$ cat src/rtl/msel_pkg.sv
package msel_pkg;

  typedef struct packed {
    logic cs_n;
    logic oe_n;
    logic we_n;
  } strobe_t;

  // {read_ok, write_ok}; both low together is treated as no access
  function automatic logic [1:0] rw_qual(input logic rd_n, input logic wr_n);
    return {(!rd_n && wr_n), (!wr_n && rd_n)};
  endfunction

  function automatic strobe_t gate_strobe(input logic hit, input logic go,
                                          input logic [1:0] rw);
    strobe_t s;
    s.cs_n = !hit;
    s.oe_n = !(hit && go && rw[1]);
    s.we_n = !(hit && go && rw[0]);
    return s;
  endfunction

endpackage

$ cat src/rtl/msel_owner.sv
module msel_owner (
  input  logic m_boot_req_n,
  input  logic m_ram_req_n,
  input  logic s_reset_n,
  input  logic s_grant_n,
  output logic main_own,
  output logic main_rom_hit,
  output logic main_ram_hit
);

  always_comb begin
    main_rom_hit = !m_boot_req_n;
    // boot request has priority over the RAM grant
    main_ram_hit = !m_ram_req_n && s_reset_n && !s_grant_n && m_boot_req_n;
    main_own     = main_rom_hit || main_ram_hit;
  end

endmodule

$ cat src/rtl/msel_sub_decode.sv
module msel_sub_decode
  import msel_pkg::*;
#(
  parameter int ADDR_W    = 16,
  parameter int SEG_W     = 3,
  parameter int BANK_LOG2 = 11,
  parameter int N_BANKS   = 4,
  parameter int BANK_SEG  = 2
) (
  input  logic                        en,
  input  logic [ADDR_W-1:BANK_LOG2]   addr_hi,
  input  logic                        mreq_n,
  input  logic                        rd_n,
  input  logic                        wr_n,
  output strobe_t                     rom,
  output strobe_t                     com,
  output logic [N_BANKS-1:0]          bank_cs_n,
  output logic                        bank_oe_n,
  output logic                        bank_we_n
);

  localparam int SEG_LSB = ADDR_W - SEG_W;
  localparam int IDX_W   = SEG_LSB - BANK_LOG2;
  localparam logic [SEG_W-1:0] ROM_CODE  = '0;
  localparam logic [SEG_W-1:0] COM_CODE  = SEG_W'(1);
  localparam logic [SEG_W-1:0] BANK_CODE = SEG_W'(BANK_SEG);

  logic [SEG_W-1:0]   seg;
  logic [IDX_W-1:0]   idx;
  logic [1:0]         rw;
  logic               go;
  logic               rom_hit;
  logic               com_hit;
  logic [N_BANKS-1:0] bank_hit;

  always_comb begin
    seg     = addr_hi[ADDR_W-1:SEG_LSB];
    idx     = addr_hi[SEG_LSB-1:BANK_LOG2];
    rw      = rw_qual(rd_n, wr_n);
    go      = !mreq_n;
    rom_hit = en && (seg == ROM_CODE);
    com_hit = en && (seg == COM_CODE);
  end

  for (genvar i = 0; i < N_BANKS; i++) begin : g_bank
    localparam logic [IDX_W-1:0] MY_IDX = IDX_W'(i);
    always_comb begin
      bank_hit[i]  = en && (seg == BANK_CODE) && (idx == MY_IDX);
      bank_cs_n[i] = !bank_hit[i];
    end
  end

  always_comb begin
    rom       = gate_strobe(rom_hit, go, {rw[1], 1'b0});
    com       = gate_strobe(com_hit, go, rw);
    bank_oe_n = !((|bank_hit) && go && rw[1]);
    bank_we_n = !((|bank_hit) && go && rw[0]);
  end

endmodule

$ cat src/rtl/msel_strobe_mux.sv
module msel_strobe_mux
  import msel_pkg::*;
(
  input  logic    sel_sub,
  input  strobe_t main_rom,
  input  strobe_t main_com,
  input  strobe_t sub_rom,
  input  strobe_t sub_com,
  output strobe_t rom,
  output strobe_t com,
  output logic    rom_a12
);

  always_comb begin
    rom     = sel_sub ? sub_rom : main_rom;
    com     = sel_sub ? sub_com : main_com;
    // primary boot code lives in the upper ROM half; secondary sees the lower half only
    rom_a12 = !sel_sub;
  end

endmodule

$ cat src/rtl/dual_cpu_mem_select.sv
module dual_cpu_mem_select
  import msel_pkg::*;
#(
  parameter int ADDR_W    = 16,
  parameter int BANK_LOG2 = 11,
  parameter int N_BANKS   = 4
) (
  input  logic                      m_boot_req_n,
  input  logic                      m_ram_req_n,
  input  logic                      m_rd_n,
  input  logic                      m_wr_n,
  input  logic                      s_reset_n,
  input  logic                      s_grant_n,
  input  logic [ADDR_W-1:BANK_LOG2] s_addr_hi,
  input  logic                      s_mreq_n,
  input  logic                      s_rd_n,
  input  logic                      s_wr_n,
  output logic                      sel_sub,
  output logic                      m_abuf_en_n,
  output logic                      m_dbuf_en_n,
  output logic                      rom_ce_n,
  output logic                      rom_oe_n,
  output logic                      rom_a12,
  output logic                      com_cs_n,
  output logic                      com_oe_n,
  output logic                      com_we_n,
  output logic [N_BANKS-1:0]        bank_cs_n,
  output logic                      bank_oe_n,
  output logic                      bank_we_n
);

  logic    main_own;
  logic    main_rom_hit;
  logic    main_ram_hit;
  logic [1:0] m_rw;
  strobe_t main_rom;
  strobe_t main_com;
  strobe_t sub_rom;
  strobe_t sub_com;
  strobe_t rom_s;
  strobe_t com_s;

  msel_owner u_owner (
    .m_boot_req_n (m_boot_req_n),
    .m_ram_req_n  (m_ram_req_n),
    .s_reset_n    (s_reset_n),
    .s_grant_n    (s_grant_n),
    .main_own     (main_own),
    .main_rom_hit (main_rom_hit),
    .main_ram_hit (main_ram_hit)
  );

  always_comb begin
    sel_sub     = !main_own;
    m_abuf_en_n = !main_own;
    m_dbuf_en_n = !main_own;
    m_rw        = rw_qual(m_rd_n, m_wr_n);
    main_rom    = gate_strobe(main_rom_hit, 1'b1, {m_rw[1], 1'b0});
    main_com    = gate_strobe(main_ram_hit, 1'b1, m_rw);
  end

  msel_sub_decode #(
    .ADDR_W    (ADDR_W),
    .SEG_W     (3),
    .BANK_LOG2 (BANK_LOG2),
    .N_BANKS   (N_BANKS),
    .BANK_SEG  (2)
  ) u_sub (
    .en        (sel_sub),
    .addr_hi   (s_addr_hi),
    .mreq_n    (s_mreq_n),
    .rd_n      (s_rd_n),
    .wr_n      (s_wr_n),
    .rom       (sub_rom),
    .com       (sub_com),
    .bank_cs_n (bank_cs_n),
    .bank_oe_n (bank_oe_n),
    .bank_we_n (bank_we_n)
  );

  msel_strobe_mux u_mux (
    .sel_sub  (sel_sub),
    .main_rom (main_rom),
    .main_com (main_com),
    .sub_rom  (sub_rom),
    .sub_com  (sub_com),
    .rom      (rom_s),
    .com      (com_s),
    .rom_a12  (rom_a12)
  );

  always_comb begin
    rom_ce_n = rom_s.cs_n;
    rom_oe_n = rom_s.oe_n;
    com_cs_n = com_s.cs_n;
    com_oe_n = com_s.oe_n;
    com_we_n = com_s.we_n;
  end

  logic unused_rom_we;
  assign unused_rom_we = rom_s.we_n;

endmodule

$ cat config.mk
export PLATFORM = sky130hd
export DESIGN_NAME = dual_cpu_mem_select
export DESIGN_NICKNAME = d
export VERILOG_FILES = /design/src/rtl/msel_pkg.sv /design/src/rtl/msel_owner.sv /design/src/rtl/msel_sub_decode.sv /design/src/rtl/msel_strobe_mux.sv /design/src/rtl/dual_cpu_mem_select.sv
export SDC_FILE = /design/constraint.sdc
export NUM_CORES = 1
export LEC_CHECK = 0
export BUFFER_PORTS_ARGS = -buffer_cell sky130_fd_sc_hd__buf_2
export CAP_MARGIN = 20
export CORE_AREA = 3 3 40 42
export DETAILED_ROUTE_END_ITERATION = 8
export DIE_AREA = 0 0 43 45
export GPL_TIMING_DRIVEN = 1
export PLACE_DENSITY = 0.43
export SYNTH_ARGS = -nofsm -noshare
export SYNTH_HDL_FRONTEND = slang
export SYNTH_SLANG_ARGS = --single-unit
$ cat constraint.sdc
create_clock -name vclk -period 2.4
set_input_delay 0.72 -clock vclk [all_inputs]
set_output_delay 0.72 -clock vclk [all_outputs]
set_load 0.01 [all_outputs]
==> results.tsv <==
stage	metric	value	unit
floorplanning	Ports	29	
power_and_ir_drop	combinational share of power	100.0	%
run_status	outcome	finished, violations left	
floorplanning	Initial Util	15.77	%
synthesis	xor and xnor fraction of the mapped netlist area	0	%
critical_path	CP peak stage delay	0.35	ns
grt	largest net degree at the start of global routing	8	
cells_and_area	ratio of cells with drive above 1 in the final layout	65.63	%
route	post-route ant nets	0	
sta	endpoints failing setup	9	
route	routed len/inst	9.127	um
sta	Rel. slew slack	81.62	%
critical_path	WP buf/inv	2	
critical_path	WP data arrival	1.74	ns
cells_and_area	# fillers	153	
route	vias per cell	4.165	
floorplanning	Die X	43	um
sta	max-slew violations	0	
power_and_ir_drop	peak supply drop	33.50	uV
power_and_ir_drop	share of total power in sequential cells	0	%
power_and_ir_drop	P per Cell Area	128.8	nW/um2
sta	fin crit period	2.461	ns
sta	Fin Setup TNS	-0.3784	ns
grt	initial antenna violation count	0	
synthesis	Distinct cells, synth	17	
synthesis	largest family of logic cells by synthesized area	simple AND/OR/NAND/NOR gates	
critical_path	crit path max-delay cell type	or3b_1	
power_and_ir_drop	switching share of power	45.42	%
power_and_ir_drop	Pleak	0.0001838	uW
run_status	failing checks	negative setup slack	
route	Vias	329	
worst_hold_path	Hold Crit Class	in2out	
synthesis	Synth Area in Compound Gates	8.025	%
cells_and_area	Clock Buffer Count	0	
synthesis	simple-gate portion of the synthesized area	77.16	%
sta	Tcrit/Tclk final	102.5	%
sta	fmax	406.4	MHz
grt	grt ovf	0	
route	Detailed Routing Iterations Pass 1	3	
clocking	hold buffer count at cts	0	
sta	RSZ-0062 raised after global routing	yes	
synthesis	mux share of post-synthesis cell area	0	%
sta	worst-margin pin slew	0.2751	ns
place	DP HPWL	622.7	um
power_and_ir_drop	Tot Pwr	53.17	uW
synthesis	post-synthesis sequential area ratio	0	%
critical_path	crit-path cells	buf_6 -> or3b_4 -> and4_4 -> or3b_1 -> buf_2	
critical_path	Crit path max-delay family	simple AND/OR/NAND/NOR gates	
grt	GRT Total Usage	7.214	%
cells_and_area	Nets	80	
flow_run	Max-Cap Viols	0	
floorplanning	die area	1935	um2
synthesis	Avg Inst Size Synth	6.334	um2
cells_and_area	FF/Latch Area	0	um2
floorplanning	Die H	45	um
cells_and_area	Area Growth Syn to Fin	103.7	%
cells_and_area	number of sequential cells	0	
grt	first-pass GRT wire length	1.145	mm
critical_path	kind of critical path	in2out	
grt	number of global-route vias before repair	279	
sta	final hold violation count	0	
floorplanning	Cell Rows	13	
cells_and_area	final core occ	32.13	%
cells_and_area	most common cell after layout, fill and taps aside	buf_2	
synthesis	Synth Cell Area	202.7	um2
place	routability cong.	0.6480	
route	DR DRC count	0	
synthesis	Post-Syn Instances	32	
critical_path	Worst setup SP type	primary input	
cells_and_area	Antenna diodes	0	
synthesis	Synth Area in Adders	0	%
place	IO Port Bufs	29	
critical_path	Critical Path RT	1.68	ns
synthesis	Syn. warnings	0	
sta	Setup WS post-layout	-0.06070	ns
cells_and_area	most frequent cells in the layout	28 x buf_2, 6 x buf_4, 4 x nor2_1, 4 x nand2_1	
route	Routed WL	721	um
floorplanning	core area	1285	um2
synthesis	syn nets	46	
power_and_ir_drop	clock network power share	0	%
critical_path	CP Capture Type	primary output	
power_and_ir_drop	Internal Power	29.02	uW
critical_path	crit path max fanout	3	
route	Detailed Route Iter0 Violations	2	
power_and_ir_drop	P_sw	24.15	uW
clocking	post-CTS setup buffers	0	
-- logic make-up (layout without fill, tap and decap cells) --
kind of cell | after synthesis | after routing
buf+inv | 4 | 36
compound gates | 3 | 3
simple gates | 25 | 25
-- through the flow --
stage,cell area [um2],hold slack (ns),setup WS (ns),std cells
finish,412.9,1.731,-0.06070,79
global route,412.9,1.769,-0.1079,79
CTS,406.6,1.733,-0.05885,79
detailed placement,385.4,1.731,-0.1045,79
global placement,385.4,1.734,-0.1055,79
floorplan,202.7,1.506,0.04760,32
-- routing by layer --
metal  global-route usage [%]  wire (um)  vias to the layer above
met2                    11.98        263                       24
met5                        0          0                        -
met1                    10.48        332                      127
met4                        0          0                        0
met3                    1.195        126                        0
li1                         -          -                      178
-- timing repair --
| action | in CTS | in global routing |
|---|---|---|
| pin swaps | 1 | 0 |
| resized for setup | 6 | 2 |
| endpoints found under the setup margin | 11 | 13 |
-- power groups by stage --
stage	combinational, uW	sequential, uW	clock (uW)
floorplan	22.5	0	0
global placement	49.3	0	0
detailed placement	49.1	0	0
CTS	52.5	0	0
global route	59.1	0	0
finish	53.2	0	0
-- synthesized netlist by cell type --
library cell / n / area (um2)
or3b_1: 2 / 17.52
or3b_4: 1 / 11.26
inv_1: 1 / 3.750
and4_1: 1 / 8.760
a31oi_1: 1 / 6.260
and2_2: 1 / 7.510
nor3b_1: 4 / 30.03
o21ai_0: 2 / 10.01
nand3b_1: 2 / 15.01
buf_4: 2 / 15.01
nor4_1: 2 / 12.51
nand3_1: 1 / 5.000
nor2_1: 4 / 15.01
nand2_1: 4 / 15.01
buf_6: 1 / 11.26
nor2b_1: 1 / 6.260
nand2b_1: 2 / 12.51
-- final timing paths --
| path | startpoint | to | slack, ns | cells past startpoint |
|---|---|---|---|---|
| worst min-delay path | s_addr_hi[12] | bank_cs_n[3] | 1.73 | 3 |
| worst max-delay path | s_reset_n | bank_we_n | -0.06 | 5 |
-- cell type report --
| class | instances | area [um2] | area share, % |
|---|---|---|---|
| multi-input cells | 28 | 193.9 | 46.97 |
| inverters | 1 | 3.754 | 0.9091 |
| repair buffers | 35 | 196.4 | 47.58 |
| well taps | 15 | 18.77 | 4.545 |
Power figures use the tool's default switching activity.
